<file path="src/rtl/spx_pkg.sv">
package spx_pkg;
  typedef enum logic [1:0] {
    ACC_READ  = 2'd0,
    ACC_WRITE = 2'd1,
    ACC_EXEC  = 2'd2,
    ACC_RSVD  = 2'd3
  } acc_e;

  typedef enum logic [2:0] {
    FLT_NONE  = 3'd0,
    FLT_SEG   = 3'd1,
    FLT_BOUND = 3'd2,
    FLT_PROT  = 3'd3,
    FLT_PAGE  = 3'd4
  } fault_e;

  typedef enum logic [1:0] {
    ST_IDLE = 2'd0,
    ST_SEG  = 2'd1,
    ST_PTE  = 2'd2,
    ST_RESP = 2'd3
  } walk_st_e;

  // table word layout (64-bit entries, 8-byte stride)
  localparam int unsigned TBL_DW     = 64;
  localparam int unsigned TBL_STRIDE = 3;
  localparam int unsigned DSC_V_BIT  = 63;
  localparam int unsigned DSC_R_BIT  = 62;
  localparam int unsigned DSC_W_BIT  = 61;
  localparam int unsigned DSC_X_BIT  = 60;
  localparam int unsigned DSC_BND_LO = 32;
  localparam int unsigned DSC_BND_W  = 17;
  localparam int unsigned PTE_V_BIT  = 63;
endpackage

</file>
<file path="src/rtl/spx_rst_sync.sv">
module spx_rst_sync #(
  parameter int unsigned STAGES = 2
) (
  input  logic clk,
  input  logic rst_n,
  output logic rst_sync_n
);
  logic [STAGES-1:0] sync_q;

  always_ff @(posedge clk or negedge rst_n) begin
    if (!rst_n) sync_q <= '0;
    else        sync_q <= {sync_q[STAGES-2:0], 1'b1};
  end

  assign rst_sync_n = sync_q[STAGES-1];
endmodule

</file>
<file path="src/rtl/spx_seg_check.sv">
module spx_seg_check
  import spx_pkg::*;
#(
  parameter int unsigned PAGE_W = 16,
  parameter int unsigned AW     = 32
) (
  input  logic [TBL_DW-1:0] dsc,
  input  logic [PAGE_W-1:0] page,
  input  acc_e              acc,
  output fault_e            fault,
  output logic [AW-1:0]     pt_base
);
  localparam int unsigned PAD_W = DSC_BND_W - PAGE_W;

  logic [DSC_BND_W-1:0] bound;
  logic [DSC_BND_W-1:0] page_ext;
  logic                 perm;

  assign bound    = dsc[DSC_BND_LO +: DSC_BND_W];
  assign page_ext = {{PAD_W{1'b0}}, page};
  assign pt_base  = dsc[AW-1:0];

  always_comb begin
    unique case (acc)
      ACC_READ:  perm = dsc[DSC_R_BIT];
      ACC_WRITE: perm = dsc[DSC_W_BIT];
      ACC_EXEC:  perm = dsc[DSC_X_BIT];
      default:   perm = 1'b0;
    endcase
  end

  // priority: invalid segment, bound, protection
  always_comb begin
    if (!dsc[DSC_V_BIT])       fault = FLT_SEG;
    else if (page_ext >= bound) fault = FLT_BOUND;
    else if (!perm)            fault = FLT_PROT;
    else                       fault = FLT_NONE;
  end
endmodule

</file>
<file path="src/rtl/spx_pte_form.sv">
module spx_pte_form
  import spx_pkg::*;
#(
  parameter int unsigned FRAME_W = 20,
  parameter int unsigned OFF_W   = 12
) (
  input  logic [TBL_DW-1:0]        pte,
  input  logic [OFF_W-1:0]         offset,
  output fault_e                   fault,
  output logic [FRAME_W+OFF_W-1:0] pa
);
  assign fault = pte[PTE_V_BIT] ? FLT_NONE : FLT_PAGE;
  assign pa    = pte[PTE_V_BIT] ? {pte[FRAME_W-1:0], offset} : '0;
endmodule

</file>
<file path="src/rtl/spx_walk_ctrl.sv">
module spx_walk_ctrl
  import spx_pkg::*;
(
  input  logic clk,
  input  logic rst_n,
  input  logic req_valid,
  input  logic mem_rvalid,
  input  logic seg_ok,
  input  logic rsp_ready,
  output logic req_ready,
  output logic mem_req,
  output logic in_seg,
  output logic rsp_valid,
  output logic ld_req,
  output logic ld_seg,
  output logic ld_pte
);
  walk_st_e st_q, st_d;

  always_comb begin
    st_d = st_q;
    unique case (st_q)
      ST_IDLE: if (req_valid)  st_d = ST_SEG;
      ST_SEG:  if (mem_rvalid) st_d = seg_ok ? ST_PTE : ST_RESP;
      ST_PTE:  if (mem_rvalid) st_d = ST_RESP;
      ST_RESP: if (rsp_ready)  st_d = ST_IDLE;
      default:                 st_d = ST_IDLE;
    endcase
  end

  always_ff @(posedge clk or negedge rst_n) begin
    if (!rst_n) st_q <= ST_IDLE;
    else        st_q <= st_d;
  end

  assign req_ready = (st_q == ST_IDLE);
  assign in_seg    = (st_q == ST_SEG);
  assign mem_req   = (st_q == ST_SEG) || (st_q == ST_PTE);
  assign rsp_valid = (st_q == ST_RESP);
  assign ld_req    = req_ready && req_valid;
  assign ld_seg    = in_seg && mem_rvalid;
  assign ld_pte    = (st_q == ST_PTE) && mem_rvalid;
endmodule

</file>
<file path="src/rtl/seg_page_xlate.sv">
module seg_page_xlate
  import spx_pkg::*;
#(
  parameter int unsigned SEG_W  = 4,
  parameter int unsigned PAGE_W = 16,
  parameter int unsigned OFF_W  = 12,
  parameter int unsigned PA_W   = 32,
  parameter int unsigned AW     = 32
) (
  input  logic                          clk,
  input  logic                          rst_n,
  input  logic [AW-1:0]                 seg_tbl_base,
  input  logic                          req_valid,
  output logic                          req_ready,
  input  logic [SEG_W+PAGE_W+OFF_W-1:0] req_va,
  input  logic [1:0]                    req_acc,
  output logic                          mem_req,
  output logic [AW-1:0]                 mem_addr,
  input  logic                          mem_rvalid,
  input  logic [63:0]                   mem_rdata,
  output logic                          rsp_valid,
  input  logic                          rsp_ready,
  output logic [PA_W-1:0]               rsp_pa,
  output logic [2:0]                    rsp_fault
);
  localparam int unsigned VA_W    = SEG_W + PAGE_W + OFF_W;
  localparam int unsigned FRAME_W = PA_W - OFF_W;

  logic rst_i_n;
  logic in_seg, ld_req, ld_seg, ld_pte, seg_ok;

  logic [VA_W-1:0] va_q, va_d;
  acc_e            acc_q, acc_d;
  logic [AW-1:0]   stb_q, stb_d;
  logic [AW-1:0]   ptb_q, ptb_d;
  logic [PA_W-1:0] pa_q, pa_d;
  fault_e          flt_q, flt_d;

  logic [SEG_W-1:0]  va_seg;
  logic [PAGE_W-1:0] va_page;
  logic [OFF_W-1:0]  va_off;
  fault_e            seg_flt, pte_flt;
  logic [AW-1:0]     seg_ptb;
  logic [PA_W-1:0]   pte_pa;

  assign {va_seg, va_page, va_off} = va_q;

  spx_rst_sync #(.STAGES(2)) u_rst (
    .clk(clk), .rst_n(rst_n), .rst_sync_n(rst_i_n)
  );

  spx_walk_ctrl u_ctrl (
    .clk(clk), .rst_n(rst_i_n), .req_valid(req_valid), .mem_rvalid(mem_rvalid),
    .seg_ok(seg_ok), .rsp_ready(rsp_ready), .req_ready(req_ready),
    .mem_req(mem_req), .in_seg(in_seg), .rsp_valid(rsp_valid),
    .ld_req(ld_req), .ld_seg(ld_seg), .ld_pte(ld_pte)
  );

  spx_seg_check #(.PAGE_W(PAGE_W), .AW(AW)) u_seg (
    .dsc(mem_rdata), .page(va_page), .acc(acc_q), .fault(seg_flt), .pt_base(seg_ptb)
  );

  spx_pte_form #(.FRAME_W(FRAME_W), .OFF_W(OFF_W)) u_pte (
    .pte(mem_rdata), .offset(va_off), .fault(pte_flt), .pa(pte_pa)
  );

  assign seg_ok = (seg_flt == FLT_NONE);

  // read address: descriptor or page entry, 8-byte stride
  always_comb begin
    if (in_seg) mem_addr = stb_q + (AW'(va_seg) << TBL_STRIDE);
    else        mem_addr = ptb_q + (AW'(va_page) << TBL_STRIDE);
  end

  always_comb begin
    va_d  = va_q;
    acc_d = acc_q;
    stb_d = stb_q;
    ptb_d = ptb_q;
    pa_d  = pa_q;
    flt_d = flt_q;
    if (ld_req) begin
      va_d  = req_va;
      acc_d = acc_e'(req_acc);
      stb_d = seg_tbl_base;
    end
    if (ld_seg) begin
      ptb_d = seg_ptb;
      flt_d = seg_flt;
      pa_d  = '0;
    end
    if (ld_pte) begin
      flt_d = pte_flt;
      pa_d  = pte_pa;
    end
  end

  always_ff @(posedge clk) begin
    if (ld_req) begin
      va_q  <= va_d;
      acc_q <= acc_d;
      stb_q <= stb_d;
    end
    if (ld_seg) ptb_q <= ptb_d;
    if (ld_seg || ld_pte) begin
      pa_q  <= pa_d;
      flt_q <= flt_d;
    end
  end

  assign rsp_pa    = pa_q;
  assign rsp_fault = flt_q;
endmodule

</file>
<file path="config.mk">
export PLATFORM = sky130hd
export DESIGN_NAME = seg_page_xlate
export DESIGN_NICKNAME = d
export VERILOG_FILES = /design/src/rtl/spx_pkg.sv /design/src/rtl/spx_rst_sync.sv /design/src/rtl/spx_seg_check.sv /design/src/rtl/spx_pte_form.sv /design/src/rtl/spx_walk_ctrl.sv /design/src/rtl/seg_page_xlate.sv
export SDC_FILE = /design/constraint.sdc
export NUM_CORES = 1
export LEC_CHECK = 0
export BUFFER_PORTS_ARGS = -buffer_cell sky130_fd_sc_hd__buf_2
export CAP_MARGIN = 10
export CELL_PAD_IN_SITES_DETAIL_PLACEMENT = 1
export CELL_PAD_IN_SITES_GLOBAL_PLACEMENT = 1
export CORE_MARGIN = 2
export CORE_UTILIZATION = 44
export CTS_CLUSTER_DIAMETER = 200
export DETAILED_ROUTE_END_ITERATION = 12
export PLACE_DENSITY_LB_ADDON = 0.2
export SLEW_MARGIN = 10
export SYNTH_ARGS = -nofsm -noshare
export SYNTH_HDL_FRONTEND = slang
export SYNTH_SLANG_ARGS = --single-unit
</file>
<file path="constraint.sdc">
create_clock -name clk -period 5.99 [get_ports clk]
set_input_delay 0.599 -clock clk [delete_from_list [all_inputs] [get_ports clk]]
set_output_delay 0.599 -clock clk [all_outputs]
set_load 0.01 [all_outputs]
</file>
==> results.sh <==
export IMPL_status="finished clean"
export IMPL_post_synth_cell_area_avg_um2=12.2
export IMPL_yosys_area_top_type_share=0.557
export IMPL_seqPwrFrac=0.375
export IMPL_path_cells="ha_1 > a211o_1 > a21oi_1 > nor3_1 > xor2_1 > nor2_1 > a2111oi_1 > buf_2"
export IMPL_die_w_um=132
export IMPL_synth_ff_latch_count=137
export IMPL_finalCritPeriodShare=0.661
export IMPL_skew_ns=0.00633
export IMPL_synthFlopType="edfxtp_1"
export IMPL_grt_pass1_wl_um=30800
export IMPL_dieHeight_um=132
export IMPL_crit_cells=8
export IMPL_power_density_mw_per_mm2=416
export IMPL_power_switching_uw=1380
export IMPL_critPathLaunchType="register"
export IMPL_placed_area_mm2=0.00837
export IMPL_boundaryPins=205
export IMPL_syn_to_final_growth_pct=24.6
export IMPL_drt_total_wl_um=19000
export IMPL_power_leakage_uw=0.00366
export IMPL_finalSetupViolations=0
export IMPL_worst_r2r_cell_count=5
export IMPL_netlist_area_mm2=0.00717
export IMPL_slew_headroom=0.323
export IMPL_cpMaxStageDelayCell="a21oi_1"
export IMPL_p_clk_frac=0.269
export IMPL_die_area_mm2=0.0173
export IMPL_tightestPinTransition_ns=1.02
export IMPL_rsz0062_at_grt="no"
export IMPL_arrival_ns=3.36
export IMPL_grt_pass1_vias=6074
export IMPL_core_area_mm2=0.0159
export IMPL_routed_wire_length_per_instance_um=18.7
export IMPL_finalHoldViolations=0
export IMPL_cts_buffers=17
export IMPL_internal_power_uw=2340
export IMPL_synth_edf_count=133
export IMPL_vias_per_cell=5.38
export IMPL_yosys_cell_types_count=68
export IMPL_switching_share=0.370
export IMPL_design_area_mm2=0.00894
export IMPL_peakVddDrop_v=0.000244
export IMPL_dr_pass1_iters=4
export IMPL_rows=46
export IMPL_insertedDiodeCount=0
export IMPL_grt_antenna_before_repair=2
export IMPL_reg2reg_from="u_ctrl.st_q[1]$_DFFE_PN0P_"
export IMPL_setup_tns_ns=0
export IMPL_critPathRequiredTime_ns=5.39
export IMPL_critical_path_max_stage_delay_ns=0.74
export IMPL_endpoint_kind="output port"
export IMPL_grt_max_degree=67
export IMPL_cap_violations=0
export IMPL_vias=5459
export IMPL_grt_usage=0.226
export IMPL_cts_setup_buffers=0
export IMPL_path_class="register to output port"
export IMPL_path_buf_inv=1
export IMPL_clk_path_buf_depth=2
export IMPL_insertion_delay_ns=0.42
export IMPL_synth_warnings=0
export IMPL_comb_power_share=0.357
export IMPL_drc=0
export IMPL_dp_hpwl_um=14400
export IMPL_drive_gt1_frac=0.318
export IMPL_io_buffers=193
export IMPL_place_congestion=0.844
export IMPL_cts_resized_gates=0
export IMPL_overflow=0
export IMPL_cts_sinks=137
export IMPL_critPathLaunch="va_q[29]$_DFFE_PP_"
export IMPL_yosysSeqAreaShare=0.571
export IMPL_synthCells=588
export IMPL_path_clk_slew_ns=0.06
export IMPL_postRouteAntennaNets=0
export IMPL_hold_class="register to async pin"
export IMPL_drv_slew=0
export IMPL_cp_top_family="compound AO/OA/AOI/OAI gates"
export IMPL_cts_tree="done"
export IMPL_drt_iter0_drc=266
export IMPL_path_max_fanout=11
export IMPL_synth_fp_nets=765
export IMPL_cts_root_buf="clkbuf_16"
export IMPL_synth_area_leaders="edfxtp_1 56%, ha_1 7.0%, xor2_1 3.2%"
export IMPL_synth_top_cell_by_area="edfxtp_1"
export IMPL_timing_fmax_ghz=0.253
export IMPL_synthArstFlopShare=0.0292
export IMPL_final_nets=963
export IMPL_start_util=0.452
export IMPL_ctsHtreeMaxLevel=4
export IMPL_period_minus_slack_ns=3.96
-- area by class of cell --
type / count / area [µm²]
Fill cell: 1739 / 6950
Multi-Input combinational cell: 401 / 2900
Timing Repair Buffer: 197 / 998
Tap cell: 216 / 270
Inverter: 32 / 120
Clock inverter: 15 / 133
Clock buffer: 17 / 425
Sequential cell: 137 / 4090
-- stage by stage --
stage	util	setup slack (ns)	hold slack [ns]	total power (µW)	std cells
6_report	0.563	2.03	0.0283	3720	1015
5_1_grt	0.563	1.78	0.0443	3950	1015
4_1_cts	0.563	2.03	0.0360	3770	1015
3_5_place_dp	0.527	2.52	0.0303	2750	982
3_3_place_gp	0.527	2.65	0.0165	2700	982
2_1_floorplan	-	3.12	0.0111	2220	588
-- flip-flops by register name, indices dropped and copies added, names as in the netlist --
register and count:
rsp_fault 3, u_rst.sync_q 2, acc_q 2, ptb_q 32, stb_q 32, rsp_pa 32
va_q 32, u_ctrl.st_q 2
-- cell usage after synthesis, types with 6 or more instances --
cell / number
xor2_1: 26
nand2_1: 37
nand4_1: 6
xnor2_1: 13
ha_1: 40
edfxtp_1: 133
clkbuf_1: 9
and2_1: 36
and4_1: 7
nor4_1: 9
and3_1: 7
nor4b_1: 6
nand2b_1: 7
mux2_2: 7
nor3_1: 11
a21o_1: 8
inv_1: 32
o21ai_0: 25
a21oi_1: 23
nand3_1: 16
nor2_1: 31
-- placed cells by master, fill, tap and decap left out, types with 17 or more instances in the layout --
cell	n
nor2_1	31
edfxtp_1	133
xor2_1	26
buf_2	193
ha_1	39
clkbuf_16	17
a21oi_1	23
inv_1	32
o21ai_0	25
and2_1	35
nand2_1	37
-- worst reg2reg max path: stages (launching register included) --
cell,delay (ns)
dfrtp_1,0.42
inv_1,0.10
ha_2,0.16
buf_4,0.47
nor2_1,0.21
nor2b_4,0.82
-- routing by layer --
layer  global-route usage  wire length [µm]  part of all wire  vias up
met1                0.252              7480              0.39     2680
met3               0.0802              1270             0.067       32
li1                     -                 -                 -     2592
met4               0.0580               289             0.015        2
met2                0.408              9930              0.52      153
met5                    0                 7           0.00037        -
-- timing repair --
item	CTS	global route
hold buffers	1	0
hold endpoints to repair	2	0
setup endpoints to repair	0	0
-- path summary, 6_finish.rpt --
check | end | slack [ns]
worst max-delay path | mem_addr[24] | 2.03
max in group asynchronous | u_rst.sync_q[1]$_DFF_PN0_ | 5.41
worst min-delay path | u_ctrl.st_q[1]$_DFFE_PN0P_ | 0.03
worst max register to register | rsp_pa[15]$_SDFFCE_PN0P_ | 3.40
min in group clk | va_q[4]$_DFFE_PP_ | 0.34
worst min register to register | u_ctrl.st_q[1]$_DFFE_PN0P_ | 0.03
-- cells by family after synthesis --
kind of cell,Yosys count,share of synthesized area
fa+ha+maj,42,0.0753
compound gates,108,0.104
flops,137,0.571
buf+inv,50,0.0272
xor+xnor,39,0.0476
mux,12,0.0180
simple gates,199,0.157
other cells,1,0.000523
-- power groups by stage --
stage               clock network (µW)  registers (µW)  logic, µW
floorplan                            0            1430        795
global placement                     0            1400       1290
detailed placement                   0            1410       1340
CTS                               1020            1400       1350
global route                      1060            1420       1480
finish                            1000            1390       1330
Note: power is estimated with default switching activity, not from simulation.
